`src/rtl/irqPrioPkg.sv`:
```
package irqPrioPkg;

  localparam int NUM_IRQ      = 64;
  localparam int NUM_SLOT     = 16;
  localparam int IDX_W        = $clog2(NUM_IRQ);
  localparam int SLOT_W       = $clog2(NUM_SLOT);
  localparam int MACH_EXT_IRQ = 11;
  localparam int SUP_EXT_IRQ  = 9;

  typedef enum logic [1:0] {
    BANK_MACH  = 2'd0,
    BANK_SUP   = 2'd1,
    BANK_VSLOT = 2'd2,
    BANK_NONE  = 2'd3
  } bank_e;

  // Strobes from control to datapath
  typedef struct packed {
    logic             wrMach;
    logic             wrSup;
    logic             wrVirt;
    logic [IDX_W-1:0] entry;
    logic             rdZero;
    bank_e            rdBank;
  } accStrobe_t;

  // Position inside a six-entry group of the outer ordering bands.
  // d counts down from the top of the wide range, e from the narrow range.
  function automatic int widePos(int d);
    int j;
    j = d % 4;
    return 6 * (d / 4) + ((j < 2) ? j : j + 2);
  endfunction

  function automatic int narrowPos(int e);
    return 6 * (e / 2) + 2 + (e % 2);
  endfunction

  // Power-on urgency rank; lower is more urgent
  function automatic int defaultPrio(int irq, int maxPrio);
    int r;
    r = maxPrio;
    if (irq >= 48 && irq <= 63)      r = 1 + widePos(63 - irq);
    else if (irq >= 32)              r = 35 + widePos(47 - irq);
    else if (irq >= 24)              r = 1 + narrowPos(31 - irq);
    else if (irq >= 16)              r = 35 + narrowPos(23 - irq);
    else begin
      case (irq)
        11: r = 25;
        3:  r = 26;
        7:  r = 27;
        9:  r = 28;
        1:  r = 29;
        5:  r = 30;
        12: r = 31;
        10: r = 32;
        2:  r = 33;
        6:  r = 34;
        default: r = maxPrio;
      endcase
    end
    return r;
  endfunction

  // Virtual view: slot number to interrupt number
  function automatic int slotIrq(int s);
    int r;
    if (s <= 4)      r = 2 * s - (s % 2);
    else if (s <= 8) r = s + 8;
    else             r = 2 * s;
    return r;
  endfunction

  function automatic bit slotRdZero(int s);
    return (s == 0) || (s == 2) || (s == 4);
  endfunction

  function automatic bit isVirtMapped(int irq);
    bit hit;
    hit = 1'b0;
    for (int s = 0; s < NUM_SLOT; s++) begin
      if (slotIrq(s) == irq && !slotRdZero(s)) hit = 1'b1;
    end
    return hit;
  endfunction

endpackage

```
`src/rtl/irqPrioCtrl.sv`:
```
module irqPrioCtrl
  import irqPrioPkg::*;
(
  input  logic                      wrEn,
  input  logic [1:0]                accBank,
  input  logic [IDX_W-1:0]          accIndex,
  output accStrobe_t                strobe
);

  logic slotOk;
  int   slotNum;

  assign slotOk  = (accIndex < IDX_W'(NUM_SLOT));
  assign slotNum = int'(accIndex[SLOT_W-1:0]);

  always_comb begin
    strobe        = '0;
    strobe.rdBank = bank_e'(accBank);
    strobe.entry  = accIndex;
    case (bank_e'(accBank))
      BANK_MACH: strobe.wrMach = wrEn;
      BANK_SUP:  strobe.wrSup  = wrEn;
      BANK_VSLOT: begin
        strobe.entry  = IDX_W'(slotIrq(slotNum));
        strobe.rdZero = !slotOk || slotRdZero(slotNum);
        strobe.wrVirt = wrEn && slotOk && !slotRdZero(slotNum);
      end
      default: strobe.rdZero = 1'b1;
    endcase
  end

endmodule

```
`src/rtl/irqPrioDatapath.sv`:
```
module irqPrioDatapath
  import irqPrioPkg::*;
#(
  parameter int PRIO_W   = 8,
  parameter int MAX_PRIO = 255
) (
  input  logic                        clk,
  input  logic                        rstN,
  input  accStrobe_t                  strobe,
  input  logic [PRIO_W-1:0]           wrData,
  output logic [PRIO_W-1:0]           rdData,
  output logic [NUM_IRQ*PRIO_W-1:0]   machFlat,
  output logic [NUM_IRQ*PRIO_W-1:0]   supFlat,
  output logic [NUM_IRQ*PRIO_W-1:0]   virtFlat
);

  for (genvar i = 0; i < NUM_IRQ; i++) begin : gEntry
    localparam logic [PRIO_W-1:0] DEF_VAL  = PRIO_W'(defaultPrio(i, MAX_PRIO));
    localparam logic [PRIO_W-1:0] MACH_RST = (i == MACH_EXT_IRQ) ? '0 : DEF_VAL;
    localparam logic [PRIO_W-1:0] SUP_RST  = (i == SUP_EXT_IRQ)  ? '0 : DEF_VAL;

    logic hitEntry;
    logic [PRIO_W-1:0] machQ;
    logic [PRIO_W-1:0] supQ;

    assign hitEntry = (strobe.entry == IDX_W'(i));

    always_ff @(posedge clk or negedge rstN) begin
      if (!rstN)                        machQ <= MACH_RST;
      else if (strobe.wrMach && hitEntry) machQ <= wrData;
    end

    always_ff @(posedge clk or negedge rstN) begin
      if (!rstN)                       supQ <= SUP_RST;
      else if (strobe.wrSup && hitEntry) supQ <= wrData;
    end

    assign machFlat[i*PRIO_W +: PRIO_W] = machQ;
    assign supFlat[i*PRIO_W +: PRIO_W]  = supQ;

    if (isVirtMapped(i)) begin : gVirt
      logic [PRIO_W-1:0] virtQ;
      always_ff @(posedge clk or negedge rstN) begin
        if (!rstN)                        virtQ <= MACH_RST;
        else if (strobe.wrVirt && hitEntry) virtQ <= wrData;
      end
      assign virtFlat[i*PRIO_W +: PRIO_W] = virtQ;
    end else begin : gTied
      assign virtFlat[i*PRIO_W +: PRIO_W] = '0;
    end
  end

  always_comb begin
    rdData = '0;
    if (!strobe.rdZero) begin
      case (strobe.rdBank)
        BANK_MACH:  rdData = machFlat[strobe.entry*PRIO_W +: PRIO_W];
        BANK_SUP:   rdData = supFlat[strobe.entry*PRIO_W +: PRIO_W];
        BANK_VSLOT: rdData = virtFlat[strobe.entry*PRIO_W +: PRIO_W];
        default:    rdData = '0;
      endcase
    end
  end

endmodule

```
`src/rtl/irqPrioBank.sv`:
```
module irqPrioBank
  import irqPrioPkg::*;
#(
  parameter int PRIO_W = 8
) (
  input  logic                      clk,
  input  logic                      rstN,
  input  logic                      wrEn,
  input  logic [1:0]                accBank,
  input  logic [IDX_W-1:0]          accIndex,
  input  logic [PRIO_W-1:0]         wrData,
  output logic [PRIO_W-1:0]         rdData,
  output logic [NUM_IRQ*PRIO_W-1:0] machPrio,
  output logic [NUM_IRQ*PRIO_W-1:0] supPrio,
  output logic [NUM_IRQ*PRIO_W-1:0] virtPrio
);

  localparam int MAX_PRIO = (1 << PRIO_W) - 1;

  accStrobe_t strobe;

  irqPrioCtrl u_ctrl (
    .wrEn     (wrEn),
    .accBank  (accBank),
    .accIndex (accIndex),
    .strobe   (strobe)
  );

  irqPrioDatapath #(
    .PRIO_W   (PRIO_W),
    .MAX_PRIO (MAX_PRIO)
  ) u_dp (
    .clk      (clk),
    .rstN     (rstN),
    .strobe   (strobe),
    .wrData   (wrData),
    .rdData   (rdData),
    .machFlat (machPrio),
    .supFlat  (supPrio),
    .virtFlat (virtPrio)
  );

endmodule

```
`config.mk`:
```
export PLATFORM = sky130hd
export DESIGN_NAME = irqPrioBank
export DESIGN_NICKNAME = d
export VERILOG_FILES = /design/src/rtl/irqPrioPkg.sv /design/src/rtl/irqPrioCtrl.sv /design/src/rtl/irqPrioDatapath.sv /design/src/rtl/irqPrioBank.sv
export SDC_FILE = /design/constraint.sdc
export NUM_CORES = 2
export LEC_CHECK = 0
export ABC_AREA = 1
export BUFFER_PORTS_ARGS = -buffer_cell sky130_fd_sc_hd__buf_2
export CORE_AREA = 5 5 609 611
export CTS_BUF_LIST = sky130_fd_sc_hd__clkbuf_16
export CTS_CLUSTER_SIZE = 20
export DETAILED_ROUTE_END_ITERATION = 6
export DIE_AREA = 0 0 614 616
export SLEW_MARGIN = 20
export SYNTH_ARGS = -nofsm -noshare
export SYNTH_HDL_FRONTEND = slang
export SYNTH_HIERARCHICAL = 1
export SYNTH_SLANG_ARGS = --single-unit
```
`constraint.sdc`:
```
create_clock -name clk -period 7.9 [get_ports clk]
set_clock_uncertainty 0.15 [all_clocks]
set_input_delay 1.58 -clock clk [delete_from_list [all_inputs] [get_ports clk]]
set_output_delay 1.58 -clock clk [all_outputs]
set_load 0.01 [all_outputs]
```
==> qor.csv <==
stage,metric,value,unit
yosys,yosysUniqueCellTypes,28,
floorplan,core,0.364,mm2
cts,numCtsBuffers,144,
yosys,ys_async_sr_fraction,1.00,
yosys,synth_ff_type,dfrtp_1,
placed_design,port_buffers,1154,
power,combinationalPowerShare,0.174,
global_routing,groute.usage.overall,0.188,
yosys,yosysTopAreaCell,dfrtp_1,
sta,slew_violations,0,
sta,fin_crit_sh,0.953,
cts,postCtsHoldBufs,0,
global_routing,grt_antenna_before_repair,27,
cts,cts_tree,done,
layout,layout-drive-gt1-share,0.235,
power,p_total,16.0,mW
yosys,netlist_area,0.0574,mm2
power,p_per_area,223,mW/mm2
layout,seq_area,0.0288,mm2
min_path,hp-start,u_dp/gEntry[54].machQ[2]$_DFFE_PN1P_,
yosys,syn_inst,7633,
placed_design,globalplace.congestion,0.937,
detailed_routing,ant_nets,0,
setup_path,rr_worst_depth,2,
yosys,syn_area_per_cell,7.52,um2
cts,cts_setup_buffers,0,
floorplan,ios,1563,
detailed_routing,routed_wl,373,mm
setup_path,start_kind,input pin,
status,violations,DRC,
power,swShare,0.339,
detailed_routing,vias,57923,
power,p_switching,5.42,mW
power,clkPwrFrac,0.414,
min_path,holdPathEnd,u_dp/gEntry[54].machQ[2]$_DFFE_PN1P_,
yosys,synth.most_common_cell,nand2_1,
yosys,yosys_warnings,6,
yosys,synth_area_leaders,"dfrtp_1 28%, dfstp_2 22%, nand2_1 20%, o21ai_0 9.4%, buf_4 5.6%",
global_routing,grt_first_pass_wirelength,492,mm
min_path,min_path_type,flop to flop,
cts,clkSinkCount,1128,
global_routing,grt_pass1_vias,52591,
power,p_leak,33.5,nW
sta,fmaxAchievable,133,MHz
layout,syn_to_final_growth,24.9,%
power,p_int,10.6,mW
yosys,synthTopCellsByCount,"2,989 x nand2_1, 1,079 x o21ai_0, 804 x nor2_1, 653 x dfrtp_1, 475 x dfstp_2",
sta,slew_headroom,0.177,
power,ir_drop,0.000143,V
layout,multi_input_area,0.0245,mm2
cts,clk_path_buf_depth,4,
sta,rsz0062_at_grt,no,
detailed_routing,first_pass_iters,7,
setup_path,cp_max_fo,14,
detailed_routing,wl_per_cell,27.7,um
cts,cts-root-buf,clkbuf_16,
sta,worstMarginPinSlew,1.23,ns
setup_path,r2r-end,u_dp/gEntry[21].machQ[1]$_DFFE_PN1P_,
yosys,ys_seq_elements,1128,
cts,path_clk_slew,0.06,ns
placed_design,hpwl,287,mm
global_routing,grt_max_degree,170,
sta,finalWorstSetupSlack,0.369,ns
floorplan,rows,222,
sta,setup_viol,0,
setup_path,crit_path_end_kind,output port,
cts,ctsHtreeMaxLevel,4,
detailed_routing,viasPerCell,4.30,
yosys,seq_area_frac_synth,0.502,
sta,whs,0.338,ns
setup_path,cp.arrival,5.80,ns
layout,utilization,0.197,
cts,clock_latency,0.82,ns
setup_path,critical_path_class,input pin to output port,
placed_design,dp_slack,-0.0676,ns
detailed_routing,first_iter_violations,8156,
floorplan,start_util,0.158,
yosys,yosys.area.top_type_share,0.285,
setup_path,r2r_start,u_dp/gEntry[21].machQ[1]$_DFFE_PN1P_,
sta,hold_violations,0,
status,outcome,"complete, but fails checks",
min_path,hold_path_depth,2,
sta,tns,0,ns
layout,layout.nets,8556,
job,drv_cap,0,
floorplan,die_area,0.378,mm2
power,seqPwrFrac,0.411,
detailed_routing,drc,1,
setup_path,required,6.17,ns
layout,fill_cells,41020,
sta,period_needed,7.53,ns
global_routing,grt.overflow.total,0,
yosys,synth_edf_count,0,
floorplan,fp.dieH,616,um
floorplan,dieWidth,614,um
setup_path,r2r_setup_slack,6.82,ns
-- routing by layer --
metal,global-route usage,vias to the layer above,wire length [um]
li1,-,25351,-
met2,0.295,3753,166000
met3,0.0526,631,39300
met1,0.234,28186,145000
met5,0,-,14
met4,0.0962,2,23100
-- logic make-up after synthesis --
family | Yosys count | synth area share
AND/OR/NAND/NOR | 4218 | 0.288
AO/OA/AOI/OAI | 1249 | 0.109
flip-flops | 1128 | 0.502
buffers and inverters | 1034 | 0.101
adder cells (fa/ha/maj) | 3 | 0.000654
other | 1 | 0.0000653
-- how the worst max path moves through the flow --
stage	from	endpoint	slack, ns	depth (start not counted)
after CTS	accBank[0]	rdData[6]	0.10	18
final	accBank[0]	rdData[6]	0.37	20
after floorplan	accBank[0]	rdData[4]	2.88	16
after detailed placement	accBank[0]	rdData[6]	-0.07	18
after global routing	accBank[0]	rdData[2]	0.15	19
after global placement	accBank[0]	rdData[6]	-0.06	20
-- power groups by stage --
stage               logic, mW  registers (mW)  clock network, mW
floorplan                1.20            6.71                  0
global route             2.98            6.62               6.98
detailed placement       2.80            6.67                  0
CTS                      2.80            6.57               6.77
global placement         2.78            6.66                  0
finish                   2.79            6.59               6.63
-- worst max-delay path, cell delays in order --
cell     delay [ns]
buf_2          0.16
inv_2          0.09
nand2_2        0.07
inv_4          0.10
nand3_1        0.11
nand2_1        0.34
inv_1          0.35
buf_4          0.29
nand2_4        0.42
buf_12         0.27
buf_12         0.18
a21oi_1        0.05
nand2_1        0.12
nand4_1        0.13
nand2_1        0.13
nand2_1        0.09
o21ai_2        0.34
nand2_1        0.09
nor2_1         0.52
buf_2          0.26
-- per-stage QoR --
stage | cells | instance area (um2)
4_1_cts | 13466 | 71700
2_1_floorplan | 8040 | 59000
3_3_place_gp | 13201 | 67100
6_report | 13482 | 71800
3_5_place_dp | 13204 | 67100
5_1_grt | 13468 | 71700
-- area by class of cell --
| type | count | area share |
|---|---|---|
| Clock buffer | 144 | 0.0502 |
| Timing Repair Buffer | 1295 | 0.104 |
| Inverter | 87 | 0.00535 |
| Antenna cell | 16 | 0.000558 |
| Tap cell | 4816 | 0.0840 |
| Clock inverter | 118 | 0.0134 |
| Multi-Input combinational cell | 5878 | 0.341 |
| Sequential cell | 1128 | 0.402 |
-- layout by cell type (no fill, tap or decap), drive strengths merged, types with 75 or more instances in the layout --
master	instances
dfstp	475
inv	128
conb	408
nand3	362
o21ai	1173
nor2	827
dfrtp	653
a21oi	75
nand2	2996
buf	1295
clkbuf	144
-- sequential cells by signal (all words and copies together), names as in the netlist --
name,count
u_dp/gEntry.supQ,512
u_dp/gEntry.gVirt.virtQ,104
u_dp/gEntry.machQ,512
-- repair_timing --
action / in CTS / in global routing
resized for setup: 1 / 0
hold endpoints to repair: 0 / 0
setup endpoints to repair: 1 / 0
(Power assumes the default switching activity.)
